## config.mk

```make
export PLATFORM = sky130hd
export DESIGN_NAME = hdlc_line_status
export DESIGN_NICKNAME = d
export VERILOG_FILES = /design/src/rtl/hdlc_ls_pkg.sv /design/src/rtl/hdlc_ls_datapath.sv /design/src/rtl/hdlc_ls_control.sv /design/src/rtl/hdlc_line_status.sv
export SDC_FILE = /design/constraint.sdc
export NUM_CORES = 1
export LEC_CHECK = 0
export BUFFER_PORTS_ARGS = -buffer_cell sky130_fd_sc_hd__buf_2
export CAP_MARGIN = 20
export CELL_PAD_IN_SITES_DETAIL_PLACEMENT = 0
export CELL_PAD_IN_SITES_GLOBAL_PLACEMENT = 1
export CORE_MARGIN = 5
export CORE_UTILIZATION = 43
export CTS_CLUSTER_SIZE = 14
export DETAILED_ROUTE_END_ITERATION = 6
export MAX_ROUTING_LAYER = met4
export PLACE_DENSITY = 0.87
export SKIP_LAST_GASP = 1
export SLEW_MARGIN = 20
export SYNTH_ARGS = -nofsm -noshare
export SYNTH_HDL_FRONTEND = slang
export SYNTH_SLANG_ARGS = --single-unit
```

## constraint.sdc

```tcl
create_clock -name clk -period 2.52 [get_ports clk]
set_input_delay 0.63 -clock clk [delete_from_list [all_inputs] [get_ports clk]]
set_output_delay 0.63 -clock clk [all_outputs]
set_load 0.02 [all_outputs]
```

## src/rtl/hdlc_ls_pkg.sv

```systemverilog
package hdlc_ls_pkg;
  // strobes from datapath to control
  typedef struct packed {
    logic tick;   // a bit is being accepted this cycle
    logic hit;    // window including this bit equals the flag octet
  } lineEv_t;

  typedef enum logic {SEARCH = 1'b0, HOLD = 1'b1} flagState_t;

  // bit positions inside the status byte
  localparam int IDLE_POS  = 0;
  localparam int CARR_POS  = 1;
  localparam int FLAG_POS  = 2;
endpackage

```

## src/rtl/hdlc_ls_datapath.sv

```systemverilog
module hdlc_ls_datapath
  import hdlc_ls_pkg::*;
#(
  parameter int          WIN_BITS = 8,
  parameter logic [WIN_BITS-1:0] FLAG_PAT = 8'h7E,
  parameter int          IDLE_RUN = 15
) (
  input  logic    clk,
  input  logic    rst,
  input  logic    bitEn,
  input  logic    rxBit,
  input  logic    carrierIn,
  output lineEv_t lineEv,
  output logic    idleOn,
  output logic    carrierQ
);
  localparam int RUN_W = $clog2(IDLE_RUN + 1);
  localparam logic [RUN_W-1:0] RUN_MAX = RUN_W'(IDLE_RUN);

  logic [WIN_BITS-1:0] shiftWin;
  logic [WIN_BITS-1:0] nextWin;
  logic [RUN_W-1:0]    runCnt;

  always_comb begin
    nextWin     = {shiftWin[WIN_BITS-2:0], rxBit};
    lineEv.tick = bitEn;
    lineEv.hit  = bitEn && (nextWin == FLAG_PAT);
  end

  always_ff @(posedge clk) begin
    if (rst) begin
      shiftWin <= '0;
    end else if (bitEn) begin
      shiftWin <= nextWin;
    end
  end

  always_ff @(posedge clk) begin
    if (rst) begin
      runCnt <= '0;
    end else if (bitEn) begin
      if (!rxBit)                runCnt <= '0;
      else if (runCnt != RUN_MAX) runCnt <= runCnt + 1'b1;
    end
  end

  always_ff @(posedge clk) begin
    if (rst) carrierQ <= 1'b0;
    else     carrierQ <= carrierIn;
  end

  assign idleOn = (runCnt == RUN_MAX);

  p_idle_set_r7: assert property (@(posedge clk) disable iff (rst)
    (bitEn && rxBit && runCnt == RUN_MAX - 1'b1) |=> idleOn);
  p_idle_clear_r8: assert property (@(posedge clk) disable iff (rst)
    (bitEn && !rxBit) |=> !idleOn);
  p_idle_sat_r9: assert property (@(posedge clk) disable iff (rst)
    (idleOn && !(bitEn && !rxBit)) |=> idleOn);
endmodule

```

## src/rtl/hdlc_ls_control.sv

```systemverilog
module hdlc_ls_control
  import hdlc_ls_pkg::*;
#(
  parameter int WIN_BITS = 8
) (
  input  logic    clk,
  input  logic    rst,
  input  lineEv_t lineEv,
  output logic    flagOn
);
  localparam int CNT_W = $clog2(WIN_BITS);
  localparam logic [CNT_W-1:0] LAST = CNT_W'(WIN_BITS - 1);

  flagState_t       state;
  logic [CNT_W-1:0] holdCnt;
  logic             seenFlag;
  logic             windowEnd;

  assign windowEnd = (holdCnt == LAST);

  always_ff @(posedge clk) begin
    if (rst) begin
      state    <= SEARCH;
      holdCnt  <= '0;
      seenFlag <= 1'b0;
    end else if (lineEv.tick) begin
      case (state)
        SEARCH: begin
          if (lineEv.hit) begin
            state    <= HOLD;
            holdCnt  <= '0;
            seenFlag <= 1'b0;
          end
        end
        HOLD: begin
          if (windowEnd) begin
            holdCnt  <= '0;
            seenFlag <= 1'b0;
            if (!(seenFlag || lineEv.hit)) state <= SEARCH;
          end else begin
            holdCnt  <= holdCnt + 1'b1;
            seenFlag <= seenFlag | lineEv.hit;
          end
        end
        default: state <= SEARCH;
      endcase
    end
  end

  assign flagOn = (state == HOLD);

  p_flag_rise_r3: assert property (@(posedge clk) disable iff (rst)
    (lineEv.tick && lineEv.hit && !flagOn) |=> flagOn);
  p_flag_hold_r4: assert property (@(posedge clk) disable iff (rst)
    (flagOn && !windowEnd) |=> flagOn);
  p_flag_extend_r5: assert property (@(posedge clk) disable iff (rst)
    (flagOn && lineEv.tick && windowEnd && lineEv.hit) |=> (flagOn && holdCnt == '0));
  p_flag_expire_r6: assert property (@(posedge clk) disable iff (rst)
    (flagOn && lineEv.tick && windowEnd && !seenFlag && !lineEv.hit) |=> !flagOn);
endmodule

```

## src/rtl/hdlc_line_status.sv

```systemverilog
module hdlc_line_status
  import hdlc_ls_pkg::*;
#(
  parameter int WIN_BITS = 8,
  parameter logic [WIN_BITS-1:0] FLAG_PAT = 8'h7E,
  parameter int IDLE_RUN = 15,
  parameter int REG_W    = 8
) (
  input  logic             clk,
  input  logic             rst,
  input  logic             bitEn,
  input  logic             rxBit,
  input  logic             carrierIn,
  output logic [REG_W-1:0] statusReg
);
  localparam int RSV_LO = FLAG_POS + 1;

  lineEv_t lineEv;
  logic    idleOn;
  logic    carrierQ;
  logic    flagOn;

  hdlc_ls_datapath #(
    .WIN_BITS(WIN_BITS), .FLAG_PAT(FLAG_PAT), .IDLE_RUN(IDLE_RUN)
  ) u_datapath (
    .clk(clk), .rst(rst), .bitEn(bitEn), .rxBit(rxBit),
    .carrierIn(carrierIn), .lineEv(lineEv), .idleOn(idleOn),
    .carrierQ(carrierQ)
  );

  hdlc_ls_control #(.WIN_BITS(WIN_BITS)) u_control (
    .clk(clk), .rst(rst), .lineEv(lineEv), .flagOn(flagOn)
  );

  // register packing: live bits, then reserved bits forced low
  assign statusReg[IDLE_POS] = idleOn;
  assign statusReg[CARR_POS] = carrierQ;
  assign statusReg[FLAG_POS] = flagOn;
  for (genvar g = RSV_LO; g < REG_W; g++) begin : g_rsv
    assign statusReg[g] = 1'b0;
  end

  p_reset_clear_r1: assert property (@(posedge clk)
    rst |=> (statusReg == '0));
  p_reserved_zero_r2: assert property (@(posedge clk) disable iff (rst)
    statusReg[REG_W-1:RSV_LO] == '0);
  p_carrier_follow_r10: assert property (@(posedge clk) disable iff (rst)
    1'b1 |=> (statusReg[CARR_POS] == $past(carrierIn)));
  p_no_tick_stable_r11: assert property (@(posedge clk) disable iff (rst)
    !bitEn |=> ($stable(statusReg[FLAG_POS]) && $stable(statusReg[IDLE_POS])));
endmodule

```

=== After elaboration in Yosys (flattened, before gate mapping) ===
Index checks and enable logic that the tools add are counted.

* Bitwise gates (word level): 2
* Multiplexer cells: 12
* Equality and inequality tests: 6
* Add/subtract/negate cells: 2
* Reduce and logical (&&, ||, !) cells: 4

{| class="wikitable"
|+ Operator list
! kind !! number
|-
| 8-bit by 7-bit equality test with 1-bit output (second input constant) || 1
|-
| 4-bit 2-to-1 mux || 2
|-
| 3-bit 2-to-1 mux || 2
|-
| 3-bit case mux with 2 select lines || 1
|-
| 1-bit 2-to-1 mux || 5
|-
| 4-bit by 1-bit adder with 4-bit output (second input constant) || 1
|-
| 4-bit equality test (second input constant) || 1
|-
| 2-bit by 1-bit inequality test with 1-bit output (second input constant) || 2
|-
| 4-bit inequality test (second input constant) || 1
|-
| 1-bit case mux with 2 select lines || 2
|-
| 2-bit AND reduction || 2
|-
| 3-bit by 1-bit adder with 3-bit output (second input constant) || 1
|-
| 3-bit equality test (second input constant) || 1
|-
| 1-bit logical AND || 1
|-
| 1-bit logical OR || 1
|-
| 1-bit inverter || 1
|-
| 1-bit bitwise OR || 1
|}

* Register bits after elaboration: 17
* Input bits: 5
* Output and inout port bits: 8

=== Longest topological paths before layout ===
* Depth in word-level cells: 6
* Gate-level depth with buffers: 5

=== Hierarchy ===
A second synthesis with hierarchy kept.

* Cells, all modules: 87
* Area, all modules: 820.8 µm²

{| class="wikitable"
|+ Modules (own cells, without submodules)
! module !! times used !! cells an instance !! area each (µm²) !! seq. area each (µm²)
|-
| hdlc_ls_datapath || 1 || 55 || 508.0 || 240.2
|-
| hdlc_ls_control || 1 || 23 || 249.0 || 100.1
|-
| hdlc_line_status || 1 || 9 || 63.8 || 0.0
|}

=== Least setup slack after synthesis ===
No wires, ideal clock.

* Path type: register -> output
* From: register u_datapath.runCnt[1]
* To: output statusReg[0]
* Setup slack: 0.990 ns
* Data arrival time: 0.900 ns
* Buffers on the path: 1
* Cell stages (with the launch flop): 5
* Cells stage by stage: dfxtp_1 ha_1 nand3_1 inv_1 buf_4

* Word-level cells in the longest chain between the ends: 1

{| class="wikitable"
|+ Ends and longest elaborated chain
! what !! line !! source
|-
| from (decl) || hdlc_ls_datapath.sv:22 || <nowiki>logic [RUN_W-1:0] runCnt;</nowiki>
|-
| from (signal assigned) || hdlc_ls_datapath.sv:43 || <nowiki>else if (runCnt != RUN_MAX) runCnt <= runCnt + 1'b1;</nowiki>
|-
| 4-bit equality test || hdlc_ls_datapath.sv:52 || <nowiki>assign idleOn = (runCnt == RUN_MAX);</nowiki>
|-
| to (decl) || hdlc_line_status.sv:14 || <nowiki>output logic [REG_W-1:0] statusReg</nowiki>
|}

No other way between the ends.

=== Final worst setup path ===
Ends and elaborated chain as after synthesis.

==> impl_metrics.toml <==
[run_status]
status = "finished clean"

[worst_setup_path]
crit_type = "register to output port"
critPathSlowestCell = "dfxtp_1"
path_buf_inv = 2
worstSetupEndpointType = "output port"
critical_path.cell_chain = "ha_1, nand3_1, inv_1, buf_2"
regToRegSetupSlack_ps = 1220
ff2ff_path_depth = 3
r2r_end = "u_control.seenFlag$_SDFFE_PP0P_"
critPathLaunchType = "register"
slowest_delay_ps = 420
arrival_ps = 1350
r2r-start = "u_control.flagOn$_SDFFE_PP0P_"
crit_fanout = 5
crit_family = "flip-flops"
critPathRequiredTime_ps = 1890

[timing]
fin_skew_ps = 3.16
fmax_mhz = 506
final.min_clock_period_ps = 1980
finalWorstSetupSlack_ps = 543
finalMaxSlewViolations = 0
min_period_over_period_pct = 78.4
setup_viol = 0
hold_viol_final = 0
rsz0062_at_grt = "false"
tns_ps = 0

[floorplan]
rows = 16
core_area_um2 = 1920
io_pins = 13
die-area_um2 = 2960
die_y_um = 54.4
start_util_pct = 44.1
die_x_um = 54.4

[clock_tree]
clockBufferDepth = 2
cts_sinks = 17
htreeDepth = 1
cts.clk_slew.worst_paths_ps = 100
cts_tree = "built"
cts-root-buf = "clkbuf_4"
insertion_delay_ps = 290
cts_setup_buffers = 0
cts-buffers-inserted = 3
ctsHoldBuffers = 0
cts-resized-gates = 0

[worst_hold_path]
hold_path.class = "register to register"
hp-start = "u_control.seenFlag$_SDFFE_PP0P_"
min_to = "u_control.seenFlag$_SDFFE_PP0P_"
holdPathStages = 2

[final_layout]
regArea_um2 = 340
multi_input_area_um2 = 433
n_fill_cell = 206
drive_gt1_share_pct = 14.3
nNetsFinal = 107
final_area_um2 = 888
num_antenna_cells = 0
syn_to_final_growth_pct = 4.87

[logic_synthesis]
syn_area_um2 = 847
yosys_warnings = 0
synth_edf_count = 0
synthCells = 94
synthArstFlopShare_pct = 0
ys.flop_type = "dfxtp_1"
syn_avg_cell_area_um2 = 9.01
yosysUniqueCellTypes = 28
synth_seq_cells = 17
ys_seq_area_share_pct = 40.2

[placement]
port_buffers = 7
pre_cts_slack_ps = 796
postPlaceCellArea_um2 = 861
place_hpwl_um = 1030
gp_congestion = 0.724

[route]
drc_errors = 0
wl_per_cell_um = 11.5
drt_iter0_drc = 10
avgViaCountPerCell = 5.29
ant_nets = 0
vias = 661
finalWirelength_um = 1440
first_pass_iters = 4

[global_route]
antenna_found_initial = 0
grt_pass1_wl_um = 2580
track_usage_pct = 12.2
gr-total-overflow = 0
grt_max_degree = 23
grt_pass1_vias = 608

[power]
p_leak_nw = 0.353
vdd_drop_max_mv = 0.235
power_mw = 0.455
power_density_nw_per_um2 = 512

[run]
max-cap-violations = 0
[how the worst max path moves through the flow]
stage                                      startpoint                                end  slack (ps)  cells after the start
global route        u_datapath.runCnt[1]$_SDFFE_PP0P_                       statusReg[0]         410                      4
finish              u_datapath.runCnt[1]$_SDFFE_PP0P_                       statusReg[0]         540                      4
detailed placement                              rxBit  u_control.holdCnt[1]$_SDFFE_PP0P_         800                      4
CTS                 u_datapath.runCnt[1]$_SDFFE_PP0P_                       statusReg[0]         530                      4
floorplan           u_datapath.runCnt[1]$_SDFFE_PP0P_                       statusReg[0]         990                      4
global placement                                rxBit  u_control.holdCnt[1]$_SDFFE_PP0P_         820                      4
[flip-flops by register name (all words and copies together) (netlist names)]
signal,flops
u_datapath.shiftWin,7
u_control.flagOn,1
u_datapath.runCnt,4
u_control.holdCnt,3
u_control.seenFlag,1
u_datapath.carrierQ,1
[routing by layer]
metal	global-route usage [%]	vias to the layer above	wire length [um]
met1	14.5	313	719
met4	4.98	0	16
met5	-	-	0
met2	19.3	10	640
li1	-	336	-
met3	3.27	2	63
[per-stage QoR]
step / std cells / utilization, % / hold WS, ps
2_1_floorplan: 98 / - / 439
3_3_place_gp: 121 / 44.8 / 455
3_5_place_dp: 121 / 44.8 / 458
4_1_cts: 125 / 46.2 / 473
5_1_grt: 125 / 46.2 / 523
6_report: 125 / 46.2 / 469
[layout make-up]
type / count / area share, %
Multi-Input combinational cell: 66 / 48.7
Sequential cell: 17 / 38.3
Timing Repair Buffer: 8 / 4.79
Tap cell: 27 / 3.80
Clock buffer: 3 / 2.54
Inverter: 3 / 1.27
Clock inverter: 1 / 0.563
[tightest hold or removal path, delay by kind of cell, from the launching register on]
| kind | cells | cell delay [ps] |
|---|---|---|
| flops | 1 | 320 |
| compound gates | 2 | 110 |
[where the power goes]
group	total, mW	leakage, nW	switching, mW	internal, mW
clock	0.143	0.0177	0.0837	0.0590
combinational	0.0361	0.197	0.0241	0.0120
sequential	0.276	0.138	0.00361	0.273
total	0.455	0.353	0.111	0.344
[cells by family (layout without fill, tap and decap cells)]
logic type / Yosys count / count (layout) / share of synthesized area [%]
and+or+nand+nor: 31 / 31 / 21.7
AOI/OAI and AO/OA: 21 / 21 / 15.7
DFF: 17 / 17 / 40.2
buffers and inverters: 15 / 15 / 10.5
muxes: 6 / 6 / 7.09
adders and majority gates: 3 / 3 / 4.43
other: 1 / 5 / 0.443
[synth_stat cells (4+ instances only)]
cell | instances | area, um2
nand2b_1 | 4 | 25.0
a21oi_1 | 6 | 30.0
mux2i_1 | 6 | 60.1
buf_4 | 8 | 60.1
dfxtp_1 | 17 | 340
nor2_1 | 7 | 26.3
nand3_1 | 7 | 35.0
o21ai_0 | 4 | 20.0
[placed cells by master (no fill, tap or decap), drive strengths merged, types with 2 or more instances in the layout]
master	count
a211oi	2
a21oi	6
a31oi	3
buf	8
clkbuf	3
conb	5
dfxtp	17
ha	3
inv	3
mux2i	6
nand2	3
nand2b	4
nand3	7
nand4	2
nor2	7
nor2b	3
o21ai	4
o22ai	2
Note: power is estimated with default switching activity, not from simulation.
